`src/rtl/sohc_pkg.sv`:
```
package sohc_pkg;
  typedef enum logic {
    ST_IDLE = 1'b0,
    ST_HOLD = 1'b1
  } rd_state_e;
endpackage

```
`src/rtl/sohc_fill_track.sv`:
```
// Occupancy, guard arming and half-full run gating, derived from the
// observed shift-in strobe, input-ready flag and completed reads.
module sohc_fill_track #(
  parameter int DEPTH = 64
) (
  input  logic clk,
  input  logic rst_n,
  input  logic fifo_si,
  input  logic fifo_ir,
  input  logic fifo_or,
  input  logic pop,
  output logic or_rise,
  output logic armed,
  output logic run
);
  localparam int CW   = $clog2(DEPTH + 1);
  localparam int HALF = DEPTH / 2;

  logic          si_q, ir_q, or_q;
  logic [CW-1:0] cnt, cnt_n;
  logic          armed_n, run_n;
  logic          wr;

  assign wr      = fifo_si & ~si_q & ir_q;
  assign or_rise = fifo_or & ~or_q;

  always_comb begin
    cnt_n = cnt;
    if (wr && !pop)      cnt_n = cnt + CW'(1);
    else if (!wr && pop) cnt_n = cnt - CW'(1);

    if (cnt_n == '0)  armed_n = 1'b1;
    else if (or_rise) armed_n = 1'b0;
    else              armed_n = armed;

    if (cnt_n == '0)             run_n = 1'b0;
    else if (cnt_n > CW'(HALF))  run_n = 1'b1;
    else                         run_n = run;
  end

  always_ff @(posedge clk or negedge rst_n) begin
    if (!rst_n) begin
      si_q  <= 1'b0;
      ir_q  <= 1'b0;
      or_q  <= 1'b0;
      cnt   <= '0;
      armed <= 1'b1;
      run   <= 1'b0;
    end else begin
      si_q  <= fifo_si;
      ir_q  <= fifo_ir;
      or_q  <= fifo_or;
      cnt   <= cnt_n;
      armed <= armed_n;
      run   <= run_n;
    end
  end
endmodule

```
`src/rtl/sohc_guard_timer.sv`:
```
// Counts the hold-off interval after output-ready rises on an empty FIFO.
module sohc_guard_timer #(
  parameter int GUARD_CYC = 1
) (
  input  logic clk,
  input  logic rst_n,
  input  logic load,
  output logic busy
);
  localparam int TW = (GUARD_CYC < 1) ? 1 : $clog2(GUARD_CYC + 1);

  logic [TW-1:0] tmr, tmr_n;

  always_comb begin
    if (load)            tmr_n = TW'(GUARD_CYC);
    else if (tmr != '0)  tmr_n = tmr - TW'(1);
    else                 tmr_n = tmr;
  end

  assign busy = (tmr != '0) | (load & (GUARD_CYC != 0));

  always_ff @(posedge clk or negedge rst_n) begin
    if (!rst_n) tmr <= '0;
    else        tmr <= tmr_n;
  end
endmodule

```
`src/rtl/sohc_capture.sv`:
```
// Holding register loaded on the strobe's leading edge.
module sohc_capture #(
  parameter int W = 5
) (
  input  logic         clk,
  input  logic         rst_n,
  input  logic         en,
  input  logic [W-1:0] d,
  output logic [W-1:0] q
);
  always_ff @(posedge clk or negedge rst_n) begin
    if (!rst_n)  q <= '0;
    else if (en) q <= d;
  end
endmodule

```
`src/rtl/sohc_ctrl.sv`:
```
module sohc_ctrl #(
  parameter int W         = 5,
  parameter int DEPTH     = 64,
  parameter int GUARD_CYC = 1
) (
  input  logic         clk,
  input  logic         rst_n,
  input  logic         half_mode,
  input  logic         cons_rdy,
  input  logic         fifo_or,
  input  logic         fifo_ir,
  input  logic         fifo_si,
  input  logic [W-1:0] fifo_do,
  output logic         fifo_so,
  output logic [W-1:0] word_out,
  output logic         word_valid
);
  import sohc_pkg::*;

  logic [1:0] rst_pipe;
  logic       rst_int_n;

  always_ff @(posedge clk or negedge rst_n) begin
    if (!rst_n) rst_pipe <= 2'b00;
    else        rst_pipe <= {rst_pipe[0], 1'b1};
  end
  assign rst_int_n = rst_pipe[1];

  rd_state_e st, st_n;
  logic      start, pop, or_rise, armed, run, guard_busy, gate_ok;

  sohc_fill_track #(.DEPTH(DEPTH)) u_fill (
    .clk(clk), .rst_n(rst_int_n), .fifo_si(fifo_si), .fifo_ir(fifo_ir),
    .fifo_or(fifo_or), .pop(pop), .or_rise(or_rise), .armed(armed), .run(run)
  );

  sohc_guard_timer #(.GUARD_CYC(GUARD_CYC)) u_guard (
    .clk(clk), .rst_n(rst_int_n), .load(armed & or_rise), .busy(guard_busy)
  );

  sohc_capture #(.W(W)) u_cap (
    .clk(clk), .rst_n(rst_int_n), .en(start), .d(fifo_do), .q(word_out)
  );

  assign gate_ok = ~half_mode | run;

  always_comb begin
    st_n  = st;
    start = 1'b0;
    pop   = 1'b0;
    case (st)
      ST_IDLE: begin
        if (fifo_or && cons_rdy && !guard_busy && gate_ok) begin
          start = 1'b1;
          st_n  = ST_HOLD;
        end
      end
      ST_HOLD: begin
        if (!fifo_or) begin
          pop  = 1'b1;
          st_n = ST_IDLE;
        end
      end
      default: st_n = ST_IDLE;
    endcase
  end

  always_ff @(posedge clk or negedge rst_int_n) begin
    if (!rst_int_n) begin
      st         <= ST_IDLE;
      word_valid <= 1'b0;
    end else begin
      st         <= st_n;
      word_valid <= start;
    end
  end

  assign fifo_so = (st == ST_HOLD);
endmodule

```
`config.mk`:
```
export PLATFORM = sky130hd
export DESIGN_NAME = sohc_ctrl
export DESIGN_NICKNAME = d
export VERILOG_FILES = /design/src/rtl/sohc_pkg.sv /design/src/rtl/sohc_fill_track.sv /design/src/rtl/sohc_guard_timer.sv /design/src/rtl/sohc_capture.sv /design/src/rtl/sohc_ctrl.sv
export SDC_FILE = /design/constraint.sdc
export NUM_CORES = 1
export LEC_CHECK = 0
export ABC_AREA = 1
export BUFFER_PORTS_ARGS = -buffer_cell sky130_fd_sc_hd__buf_2
export CORE_MARGIN = 8
export CORE_UTILIZATION = 50
export DETAILED_ROUTE_END_ITERATION = 7
export PLACE_DENSITY = 0.72
export SETUP_SLACK_MARGIN = 0.2
export SYNTH_ARGS = -nofsm -noshare
export SYNTH_HDL_FRONTEND = slang
export SYNTH_SLANG_ARGS = --single-unit
```
`constraint.sdc`:
```
create_clock -name clk -period 0.9 [get_ports clk]
set_clock_uncertainty 0.1 [all_clocks]
set_input_delay 0.045 -clock clk [delete_from_list [all_inputs] [get_ports clk]]
set_output_delay 0.045 -clock clk [all_outputs]
set_load 0.05 [all_outputs]
```
==> impl_results.md <==
* Outcome: finished with violations
* Failing checks: hold timing, setup timing
* Post-DR wirelength/cell at 16.00 µm
* Gr usage total at 15.55%
* CP Launch Type: flip-flop
* Area of the multi-input gates at 640.6 µm²
* CTS root buf: clkbuf_4
* Clock buffer depth at 2
* P&R area growth vs syn at 53.38%
* DR pass1 iterations at 4
* Iter 0 DRT Violations at 39
* Synthesized area per cell at 9.116 µm²
* I/O pin count at 19
* Top_reg_cell synth: dfrtp_1
* Die width at 63.93 µm
* CTS buffer count at 3
* Port bufs at 18
* Worst-path clk slew at 0.13 ns
* CTS tree: built
* Share of the synthesized area in the top cell type at 45.75%
* Leakage at 0.8709 nW
* Final hold vios at 8
* Max FO, Critical Path at 5
* Cell Area, Synth at 0.001149 mm²
* Drt drc at 0
* Max Slew Vio Count at 0
* Synth area leaders: dfrtp_1 46%, nand2_1 8.8%, inv_1 5.6%, nand2_2 5.4%, mux2_2 4.9%
* Rows at 17
* Post-synthesis async set-or-reset flop share at 100.0%
* Seq/Total Area, Yosys at 48.04%
* Hold_ws at -0.1558 ns
* Yosys top cell by area: dfrtp_1
* Distinct cells, synth at 26
* Final period utilization at 188.6%
* Starting density of the core at 52.43%
* Worst hold path class: in2reg
* Worst path required time at 1.01 ns
* Layout Nets at 194
* Worst skew pair latency at 0.32 ns
* Dpl cells at 190
* Vias in the first global route at 1088
* Largest net degree at the start of global routing at 13
* Share of layout cells above drive strength 1 at 63.69%
* Total core area at 0.002191 mm²
* Total power at 4.541 mW
* Most common cell in the netlist: nand2_1
* RSZ-0062 raised after global routing: yes
* Post-detailed-routing wire length at 3.312 mm
* Register area at 564.3 µm²
* CP arrival at 1.81 ns
* Max Cap Viol at 0
* Final Wtd Congestion at 0.9106
* Htree depth at 1
* Yosys reg bits at 22
* First-pass GRT wire length at 4.995 mm
* Fill cells at 124
* Syn. warnings at 0
* Antenna Cells at 0
* GR Overflow Total at 0
* Critical path endpoint category: flip-flop
* Worst setup path class: reg2reg
* Die Y at 63.93 µm
* Routed Antenna Nets at 0
* Commonest cells in the netlist: 27 x nand2_1, 21 x dfrtp_1, 17 x inv_1
* Final setup viols at 24
* EDFF count, synth at 0
* Via count at 1034
* Clock sinks at 22
* Worst VDD drop at 2.376 mV
* Pwr dens at 2578 mW/mm²
* Synth Instances at 126
* DP HPWL at 1.951 mm
* Syn nets at 140
* Pre-CTS setup slack at -0.7128 ns
* Minimum clock period at 1.697 ns
* Post-route insts no fill at 207
* Hold_buf cts at 3
* Peak Freq at 0.5892 GHz
* Vias/cell at 4.995
* Die area at 0.004087 mm²
* Initial antenna violation count at 0
* Final setup margin at -0.7974 ns
flip-flops by register name, summed over array words and instances, names as in the netlist:
| register | flops |
|---|---|
| u_fill.run | 1 |
| rst_pipe | 2 |
| fifo_so | 1 |
| u_guard.tmr | 1 |
| u_fill.armed | 1 |
| u_cap.q | 5 |
| word_valid | 1 |
| u_fill.ir_q | 1 |
| u_fill.or_q | 1 |
| u_fill.cnt | 7 |
| u_fill.si_q | 1 |
per-stage QoR:
| step | hold WS [ns] | utilization, % | setup TNS [ns] | cell area (µm²) |
|---|---|---|---|---|
| after floorplan | -0.3506 | - | -7.806 | 1169 |
| after global placement | -0.2699 | 65.22 | -6.720 | 1429 |
| after detailed placement | -0.2624 | 65.22 | -7.156 | 1429 |
| after CTS | -0.1427 | 77.04 | -8.540 | 1688 |
| after global routing | -0.1681 | 80.41 | -10.72 | 1762 |
| final | -0.1558 | 80.41 | -9.603 | 1762 |
what timing repair did:
item | in CTS | in global routing
resized for setup | 45 | 11
buffers inserted | 5 | 5
hold endpoints to repair | 11 | 8
endpoints found under the setup margin | 24 | 24
pin swaps | 12 | 17
worst paths after layout:
check | slack [ns] | cells after the start | to | from
setup / recovery | -0.80 | 11 | u_fill.run | fifo_so
hold / removal | -0.16 | 2 | u_cap.q[2] | fifo_do[2]
setup reg to reg | -0.80 | 11 | u_fill.run | fifo_so
hold reg to reg | 0.13 | 1 | u_fill.cnt[1] | rst_pipe[1]
max in group asynchronous | 0.34 | 1 | u_fill.armed | rst_pipe[1]
min in group asynchronous | -0.07 | 2 | rst_pipe[1] | rst_n
area by class of cell:
class                           instances  share of cell area, %
Inverter                               20                  4.332
Clock buffer                            4                  2.060
Sequential cell                        22                  32.03
Timing Repair Buffer                   49                  23.22
Multi-Input combinational cell         84                  36.36
Tap cell                               28                  1.989
critical path, cell delays in order (launching register included):
cell,delay (ns)
dfrtp_2,0.39
inv_2,0.06
nor2_4,0.26
nor2_8,0.09
nand3b_1,0.13
nand2_1,0.08
nand2_1,0.07
nand2_2,0.07
nor2_2,0.13
nand2_2,0.08
nor2_2,0.09
a21oi_1,0.05
placed cells by master (no fill, tap or decap), types with 2 or more instances in the layout:
master,synthesis,routed
clkbuf_4,0,3
inv_1,17,11
dfrtp_2,0,10
nor2_4,2,4
dfrtp_1,21,11
inv_2,2,8
nand3_4,1,3
nand2_1,27,23
nand2_2,10,14
buf_6,0,13
mux2_4,0,5
buf_4,0,21
buf_2,0,11
nor2_2,4,5
nand3_2,3,5
nand3_1,11,7
dlygate4sd3_1,0,3
nor2_1,6,3
nand3b_1,2,2
layer usage:
layer  track usage [%]  vias up  part of all wire, %
met3             4.704        6                  4.6
li1                  -      504                    -
met1             16.63      496                   41
met2             27.23       28                   53
met5                 0        -                    0
met4             7.521        0                  2.2
power by group:
group          leakage [nW]  internal, mW  switching (mW)  total (mW)
combinational         0.602          1.15            1.32        2.47
clock                0.0210         0.247           0.310       0.557
sequential            0.248          1.26           0.253        1.51
total                 0.871          2.66            1.88        4.54
kinds of logic (layout without fill, tap and decap cells):
family                     Yosys count  count (layout)  synth area share (%)
DFF                                 22              22                 48.04
other                                1               1                0.3265
xor gates and xnor gates             1               1                 1.417
adders and majority gates            2               2                 2.178
muxes                                5               5                 4.902
buffers and inverters               20              73                 6.536
and+or+nand+nor                     71              71                 34.75
AOI/OAI and AO/OA                    4               4                 1.851
Power figures use the tool's default switching activity.
